File: src/rtl/sai_pkg.sv
package sai_pkg;

    typedef enum logic [1:0] {
        FMT_I2S  = 2'd0,
        FMT_LJ   = 2'd1,
        FMT_RJ16 = 2'd2,
        FMT_RJ24 = 2'd3
    } sai_fmt_e;

    typedef enum logic [1:0] {
        ROUTE_STEREO = 2'd0,
        ROUTE_MONO_L = 2'd1,
        ROUTE_MONO_R = 2'd2
    } sai_route_e;

    typedef struct packed {
        sai_fmt_e   fmt;
        sai_route_e route;
        logic       bypass;
    } sai_mode_t;

endpackage

File: src/rtl/sai_mode_dec.sv
module sai_mode_dec
    import sai_pkg::*;
(
    input  logic       mono_i,
    input  logic       chsel_i,
    input  logic [1:0] fmt_i,
    output sai_mode_t  mode_o
);

    always_comb begin
        mode_o.bypass = !mono_i && chsel_i && (fmt_i == 2'b11);
        mode_o.fmt    = sai_fmt_e'(fmt_i);
        if (!mono_i) begin
            mode_o.route = ROUTE_STEREO;
        end else if (chsel_i) begin
            mode_o.route = ROUTE_MONO_R;
        end else begin
            mode_o.route = ROUTE_MONO_L;
        end
        if (mode_o.bypass) begin
            mode_o.fmt   = FMT_RJ24;
            mode_o.route = ROUTE_MONO_L;
        end
    end

endmodule

File: src/rtl/sai_bclk_edge.sv
module sai_bclk_edge (
    input  logic clk,
    input  logic rst_n,
    input  logic bclk_i,
    output logic rise_o
);

    logic bclk_d;
    logic bclk_q;

    always_comb begin
        bclk_d = bclk_i;
        rise_o = bclk_i && !bclk_q;
    end

    always_ff @(posedge clk) begin
        if (!rst_n) begin
            bclk_q <= 1'b1;
        end else begin
            bclk_q <= bclk_d;
        end
    end

endmodule

File: src/rtl/sai_word_cap.sv
module sai_word_cap
    import sai_pkg::*;
#(
    parameter int SAMPLE_W = 24,
    parameter int SHORT_W  = 16,
    parameter int MAX_SLOT = 32
) (
    input  logic                clk,
    input  logic                rst_n,
    input  logic                rise_i,
    input  logic                wclk_i,
    input  logic                sdata_i,
    input  sai_fmt_e            fmt_i,
    input  logic                bypass_i,
    output logic                wd_stb_o,
    output logic                wd_left_o,
    output logic [SAMPLE_W-1:0] wd_data_o
);

    localparam int CNT_W = $clog2(MAX_SLOT + 2);
    localparam int EXT_W = SAMPLE_W - SHORT_W;

    typedef struct packed {
        logic                wprev;
        logic                started;
        logic                framed;
        logic [CNT_W-1:0]    cnt;
        logic [SAMPLE_W-1:0] acc;
        logic [SAMPLE_W-1:0] sh;
        logic                stb;
        logic                left;
        logic [SAMPLE_W-1:0] data;
    } cap_t;

    cap_t cap_d;
    cap_t cap_q;

    always_comb begin
        logic                boundary;
        logic                deliver;
        logic                is_i2s;
        logic                msb_al;
        logic                place;
        int                  tgt;
        logic [SAMPLE_W-1:0] acc_upd;
        logic [SAMPLE_W-1:0] word_rj;

        cap_d     = cap_q;
        cap_d.stb = 1'b0;
        is_i2s    = (fmt_i == FMT_I2S);
        msb_al    = (fmt_i == FMT_I2S) || (fmt_i == FMT_LJ);
        boundary  = cap_q.started && (wclk_i != cap_q.wprev);
        deliver   = 1'b0;
        acc_upd   = cap_q.acc;

        if (is_i2s) begin
            place = (cap_q.cnt != '0);
            tgt   = SAMPLE_W - int'(cap_q.cnt);
        end else begin
            place = !boundary;
            tgt   = SAMPLE_W - 1 - int'(cap_q.cnt);
        end

        for (int i = 0; i < SAMPLE_W; i++) begin
            if (place && (tgt == i)) begin
                acc_upd[i] = sdata_i;
            end
        end

        if (fmt_i == FMT_RJ16) begin
            word_rj = {{EXT_W{cap_q.sh[SHORT_W-1]}}, cap_q.sh[SHORT_W-1:0]};
        end else begin
            word_rj = cap_q.sh;
        end

        if (rise_i) begin
            cap_d.started = 1'b1;
            cap_d.wprev   = wclk_i;
            cap_d.sh      = {cap_q.sh[SAMPLE_W-2:0], sdata_i};
            if (boundary) begin
                cap_d.framed = 1'b1;
                deliver      = cap_q.framed && (!bypass_i || (cap_q.wprev && !wclk_i));
                if (deliver) begin
                    cap_d.stb  = 1'b1;
                    cap_d.data = msb_al ? acc_upd : word_rj;
                    cap_d.left = is_i2s ? !cap_q.wprev : cap_q.wprev;
                end
                cap_d.cnt = CNT_W'(1);
                cap_d.acc = '0;
                if (!is_i2s) begin
                    cap_d.acc[SAMPLE_W-1] = sdata_i;
                end
            end else begin
                cap_d.acc = acc_upd;
                if (cap_q.cnt != '1) begin
                    cap_d.cnt = cap_q.cnt + CNT_W'(1);
                end
            end
        end
    end

    always_ff @(posedge clk) begin
        if (!rst_n) begin
            cap_q <= '0;
        end else begin
            cap_q <= cap_d;
        end
    end

    assign wd_stb_o  = cap_q.stb;
    assign wd_left_o = cap_q.left;
    assign wd_data_o = cap_q.data;

endmodule

File: src/rtl/sai_frame_asm.sv
module sai_frame_asm
    import sai_pkg::*;
#(
    parameter int SAMPLE_W = 24
) (
    input  logic                clk,
    input  logic                rst_n,
    input  logic                wd_stb_i,
    input  logic                wd_left_i,
    input  logic [SAMPLE_W-1:0] wd_data_i,
    input  sai_route_e          route_i,
    input  logic                bypass_i,
    output logic [SAMPLE_W-1:0] left_o,
    output logic [SAMPLE_W-1:0] right_o,
    output logic                valid_o,
    output logic                bypass_o
);

    typedef struct packed {
        logic [SAMPLE_W-1:0] hold;
        logic                have;
        logic [SAMPLE_W-1:0] l;
        logic [SAMPLE_W-1:0] r;
        logic                v;
        logic                byp;
    } asm_t;

    asm_t asm_d;
    asm_t asm_q;

    always_comb begin
        asm_d     = asm_q;
        asm_d.v   = 1'b0;
        asm_d.byp = bypass_i;
        if (wd_stb_i) begin
            if (bypass_i) begin
                asm_d.l = wd_data_i;
                asm_d.r = wd_data_i;
                asm_d.v = 1'b1;
            end else if (wd_left_i) begin
                asm_d.hold = wd_data_i;
                asm_d.have = 1'b1;
            end else if (asm_q.have) begin
                asm_d.have = 1'b0;
                asm_d.v    = 1'b1;
                unique case (route_i)
                    ROUTE_MONO_L: begin
                        asm_d.l = asm_q.hold;
                        asm_d.r = asm_q.hold;
                    end
                    ROUTE_MONO_R: begin
                        asm_d.l = wd_data_i;
                        asm_d.r = wd_data_i;
                    end
                    default: begin
                        asm_d.l = asm_q.hold;
                        asm_d.r = wd_data_i;
                    end
                endcase
            end
        end
    end

    always_ff @(posedge clk) begin
        if (!rst_n) begin
            asm_q <= '0;
        end else begin
            asm_q <= asm_d;
        end
    end

    assign left_o   = asm_q.l;
    assign right_o  = asm_q.r;
    assign valid_o  = asm_q.v;
    assign bypass_o = asm_q.byp;

endmodule

File: src/rtl/sai_rx.sv
module sai_rx
    import sai_pkg::*;
#(
    parameter int SAMPLE_W = 24,
    parameter int SHORT_W  = 16,
    parameter int MAX_SLOT = 32
) (
    input  logic                clk,
    input  logic                rst_n,
    input  logic                bclk_i,
    input  logic                wclk_i,
    input  logic                sdata_i,
    input  logic                mono_i,
    input  logic                chsel_i,
    input  logic [1:0]          fmt_i,
    output logic [SAMPLE_W-1:0] left_o,
    output logic [SAMPLE_W-1:0] right_o,
    output logic                valid_o,
    output logic                bypass_o
);

    sai_mode_t           mode;
    logic                rise;
    logic                wd_stb;
    logic                wd_left;
    logic [SAMPLE_W-1:0] wd_data;

    sai_mode_dec u_dec (
        .mono_i  (mono_i),
        .chsel_i (chsel_i),
        .fmt_i   (fmt_i),
        .mode_o  (mode)
    );

    sai_bclk_edge u_edge (
        .clk    (clk),
        .rst_n  (rst_n),
        .bclk_i (bclk_i),
        .rise_o (rise)
    );

    sai_word_cap #(
        .SAMPLE_W (SAMPLE_W),
        .SHORT_W  (SHORT_W),
        .MAX_SLOT (MAX_SLOT)
    ) u_cap (
        .clk       (clk),
        .rst_n     (rst_n),
        .rise_i    (rise),
        .wclk_i    (wclk_i),
        .sdata_i   (sdata_i),
        .fmt_i     (mode.fmt),
        .bypass_i  (mode.bypass),
        .wd_stb_o  (wd_stb),
        .wd_left_o (wd_left),
        .wd_data_o (wd_data)
    );

    sai_frame_asm #(
        .SAMPLE_W (SAMPLE_W)
    ) u_asm (
        .clk       (clk),
        .rst_n     (rst_n),
        .wd_stb_i  (wd_stb),
        .wd_left_i (wd_left),
        .wd_data_i (wd_data),
        .route_i   (mode.route),
        .bypass_i  (mode.bypass),
        .left_o    (left_o),
        .right_o   (right_o),
        .valid_o   (valid_o),
        .bypass_o  (bypass_o)
    );

endmodule

File: config.mk
export PLATFORM = sky130hd
export DESIGN_NAME = sai_rx
export DESIGN_NICKNAME = d
export VERILOG_FILES = /design/src/rtl/sai_pkg.sv /design/src/rtl/sai_mode_dec.sv /design/src/rtl/sai_bclk_edge.sv /design/src/rtl/sai_word_cap.sv /design/src/rtl/sai_frame_asm.sv /design/src/rtl/sai_rx.sv
export SDC_FILE = /design/constraint.sdc
export NUM_CORES = 1
export LEC_CHECK = 0
export ABC_AREA = 1
export BUFFER_PORTS_ARGS = -buffer_cell sky130_fd_sc_hd__buf_4
export CORE_UTILIZATION = 27
export DETAILED_ROUTE_END_ITERATION = 16
export GPL_TIMING_DRIVEN = 0
export HOLD_SLACK_MARGIN = 0.1
export PLACE_DENSITY_LB_ADDON = 0.1
export SETUP_SLACK_MARGIN = 0.15
export SLEW_MARGIN = 10
export SYNTH_ARGS = -nofsm -noshare
export SYNTH_HDL_FRONTEND = slang
export SYNTH_SLANG_ARGS = --single-unit
File: constraint.sdc
create_clock -name clk -period 1.7 [get_ports clk]
set_input_delay 0.34 -clock clk [delete_from_list [all_inputs] [get_ports clk]]
set_output_delay 0.34 -clock clk [all_outputs]
set_load 0.05 [all_outputs]
==> results.md <==
- Rel. slew slack: 0.391
- Design Power: around 8.5 mW
- Worst Slack Setup Final: -0.207 ns
- Power Density: between 700 and 800 nW/um^2
- Pin count of the biggest net entering global routing: 17
- Fin Hold WS: ~0.22 ns
- Worst min path class: in -> reg
- Slew @ Worst Pin: a little over 0.9 ns
- Vias in the first global route: approximately 7.5k
- Port Buf Inserts: 57
- Most frequent cells in the layout: 154 x dfxtp_1, 142 x o21ai_0, 128 x buf_4
- Failing checks: setup timing
- Post-synth net total: 1142
- Row count: a little over 60
- Final hold violation count: 0
- Antenna violations before repair: 0
- Crit path required time: a little over 2 ns
- Seq/Total Area, Yosys: 0.401
- Clock tree from TritonCTS: built
- H-tree Lvls: 4
- Hpwl dp: just under 20 mm
- Die ar.: 30100 sq um
- Post-route insts no fill: around 1.6k
- Unrepaired setup endpoints after global routing: yes
- GR Overflow Total: 0
- Period Utilization, post-route: 1.12
- Post-synthesis average cell area: just over 7 sq um
- HP Start: wclk_i
- Clk_skew: approximately 0.015 ns
- Max-slew violations: 0
- Clk network pwr share: 0.467
- Worst Path Arrival: 2.27 ns
- Worst setup path start: u_cap.cap_q[75]$_SDFFE_PN0P_
- Yosys warns: 0
- Clock Path Buffers: 2
- Place WS: -0.828 ns
- Crit path launch type: register
- Tot GR Track Use: 0.180
- Leakage: approximately 4.5 nW
- Psw: between 2 and 2.5 mW
- Routed wire per std cell: 16.4 um
- Outcome: complete, but fails checks
- Later-pin clock latency in the skew report: between 0.4 and 0.5 ns
- Detail Route Antenna Nets: 0
- Synthesized cell area: between 7000 and 8000 sq um
- Synthesized flop and latch total: ~160
- Die height: around 170 um
- Mapped Cells: approximately 1.1k
- Final TNS setup: -7.08 ns
- Worst reg2reg startpoint: u_cap.cap_q[75]$_SDFFE_PN0P_
- Core box area: a little under 30000 sq um
- CTS root buffer: clkbuf_16
- Max cap viols: 0
- Critical path class: reg -> reg
- Peak supply drop: roughly 0.54 mV
- Routability Congestion: just over 0.8
- Vias/cell: approximately 4.8
- Initial detailed-routing violation count: about 370
- Total iterations of the first detailed-routing run: 5
- Layout Utilization: 0.372
- Vias: about 8k
- Num CTS Buffers: 17
- Commonest non-fill, non-tap cell in the layout: dfxtp_1
- Fmax: roughly 520 MHz
- Area Overhead vs Synth: 35.2%
- Sequential power share: 0.443
- DP Cell Count: between 1.5k and 2k
- First-pass GRT wire length: between 40 and 50 mm
- Unique masters post-synth: 31
- Die X: 174 um
- Ports: between 50 and 60
- Clock slew at reported path FFs: 0.07 ns
- Num Clock Sinks: ~160
- Initial Util: 0.275
- Minimum clock period after layout: 1.91 ns
- Layout cells sized above 1: 0.304
- Max FO, Critical Path: 5
- N_diodes: 0
- Min-Delay Path Depth: 3
- Slack of the worst reg-to-reg path: -0.21 ns
- Cell area after placement: about 9000 sq um
- Finished Cell Area: roughly 11000 sq um
- Layout Nets: approximately 1.3k
- DRC: 0
- P_int: slightly above 6 mW
- Reg2Reg Depth: 13
- Nature of the critical path endpoint: register
- Switching Fraction: 0.274
- Final setup vio count: 48
- Detailed Route WL: 26.8 mm
- Logic pwr share: 0.090
path summary, 6_finish.rpt:
check	endpoint
worst max register to register	u_cap.wd_data_o[16]$_SDFFE_PN0P_
worst min register to register	u_cap.cap_q[80]$_SDFFE_PN0P_
worst max-delay path	u_cap.wd_data_o[16]$_SDFFE_PN0P_
worst min-delay path	u_cap.cap_q[82]$_SDFFE_PN0P_
cell families (layout without fill, tap and decap cells):
family	after synthesis	in the layout	share of synthesized area
compound gates	368	368	0.254
simple gates	361	361	0.197
buf+inv	233	356	0.138
flops	159	159	0.401
fa+ha+maj	5	5	0.00788
xor+xnor	2	2	0.00221
metal layers:
layer,vias to the layer above,wire length (um),track usage
li1,3984,-,-
met1,3710,12800,0.238
met2,134,12900,0.303
met3,27,691,0.0257
met4,0,396,0.0531
met5,-,0,0
power groups by stage:
stage | registers, mW | logic [mW] | clock network [mW]
floorplan | 3.87 | 0.402 | 0
global placement | 3.87 | 0.600 | 0
detailed placement | 3.87 | 0.597 | 0
CTS | 3.78 | 0.698 | 4.08
global route | 3.79 | 0.841 | 4.25
finish | 3.79 | 0.766 | 3.99
what timing repair did:
action,in CTS,in global routing
hold buffers,1,0
endpoints found under the hold margin,1,0
setup endpoints to repair,139,104
cloned,3,0
pin swaps,43,50
setup buffers,22,8
gates resized for setup,126,105
final cells by class:
cell class	instances	area, sq um
multi-input cells	736	4450
clock buffers	19	464
well taps	384	480
flip-flops and latches	159	3190
clock inverters	13	138
inverters	113	434
fillers	3125	18100
plain buffers	120	808
repair buffers	91	772
sequential cells by signal (all words and copies together) (netlist names):
name / cells
u_asm.asm_q: 25
u_asm.bypass_o: 1
u_asm.left_o: 24
u_asm.right_o: 24
u_asm.valid_o: 1
u_cap.cap_q: 57
u_cap.wd_data_o: 24
u_cap.wd_left_o: 1
u_cap.wd_stb_o: 1
u_edge.bclk_q: 1
worst max-delay path, cell delays in order (launching register included):
cell and delay, ns:
dfxtp_4 0.37, inv_4 0.06, ha_4 0.14, inv_2 0.04, nor2_2 0.08, nand2_2 0.07
buf_4 0.15, nand2_4 0.14, nand3_4 0.14, nor2_2 0.22, nand2_1 0.09, nand2_2 0.10
nand3_4 0.10, a21boi_2 0.14
cell usage after synthesis:
| library cell | count | area (sq um) |
|---|---|---|
| a211oi_1 | 1 | 7.51 |
| a21boi_1 | 2 | 15.0 |
| a21o_1 | 17 | 128 |
| a21oi_1 | 151 | 756 |
| a21oi_2 | 1 | 8.76 |
| a221oi_1 | 2 | 17.5 |
| buf_1 | 6 | 22.5 |
| buf_2 | 11 | 55.1 |
| buf_4 | 52 | 390 |
| buf_6 | 2 | 22.5 |
| clkbuf_1 | 49 | 184 |
| dfxtp_1 | 159 | 3180 |
| ha_1 | 5 | 62.6 |
| inv_1 | 107 | 402 |
| inv_2 | 6 | 22.5 |
| nand2_1 | 161 | 604 |
| nand2_2 | 2 | 12.5 |
| nand3_1 | 81 | 405 |
| nand4_1 | 23 | 144 |
| nor2_1 | 80 | 300 |
| nor2_2 | 8 | 50.1 |
| nor2_4 | 1 | 11.3 |
| nor3_1 | 2 | 10.0 |
| nor3_4 | 1 | 16.3 |
| nor3b_1 | 1 | 7.51 |
| o211ai_1 | 42 | 315 |
| o21ai_0 | 147 | 736 |
| o21ai_1 | 4 | 20.0 |
| o21bai_2 | 1 | 11.3 |
| or2_2 | 1 | 6.26 |
| xor2_1 | 2 | 17.5 |
Note: power is estimated with default switching activity, not from simulation.
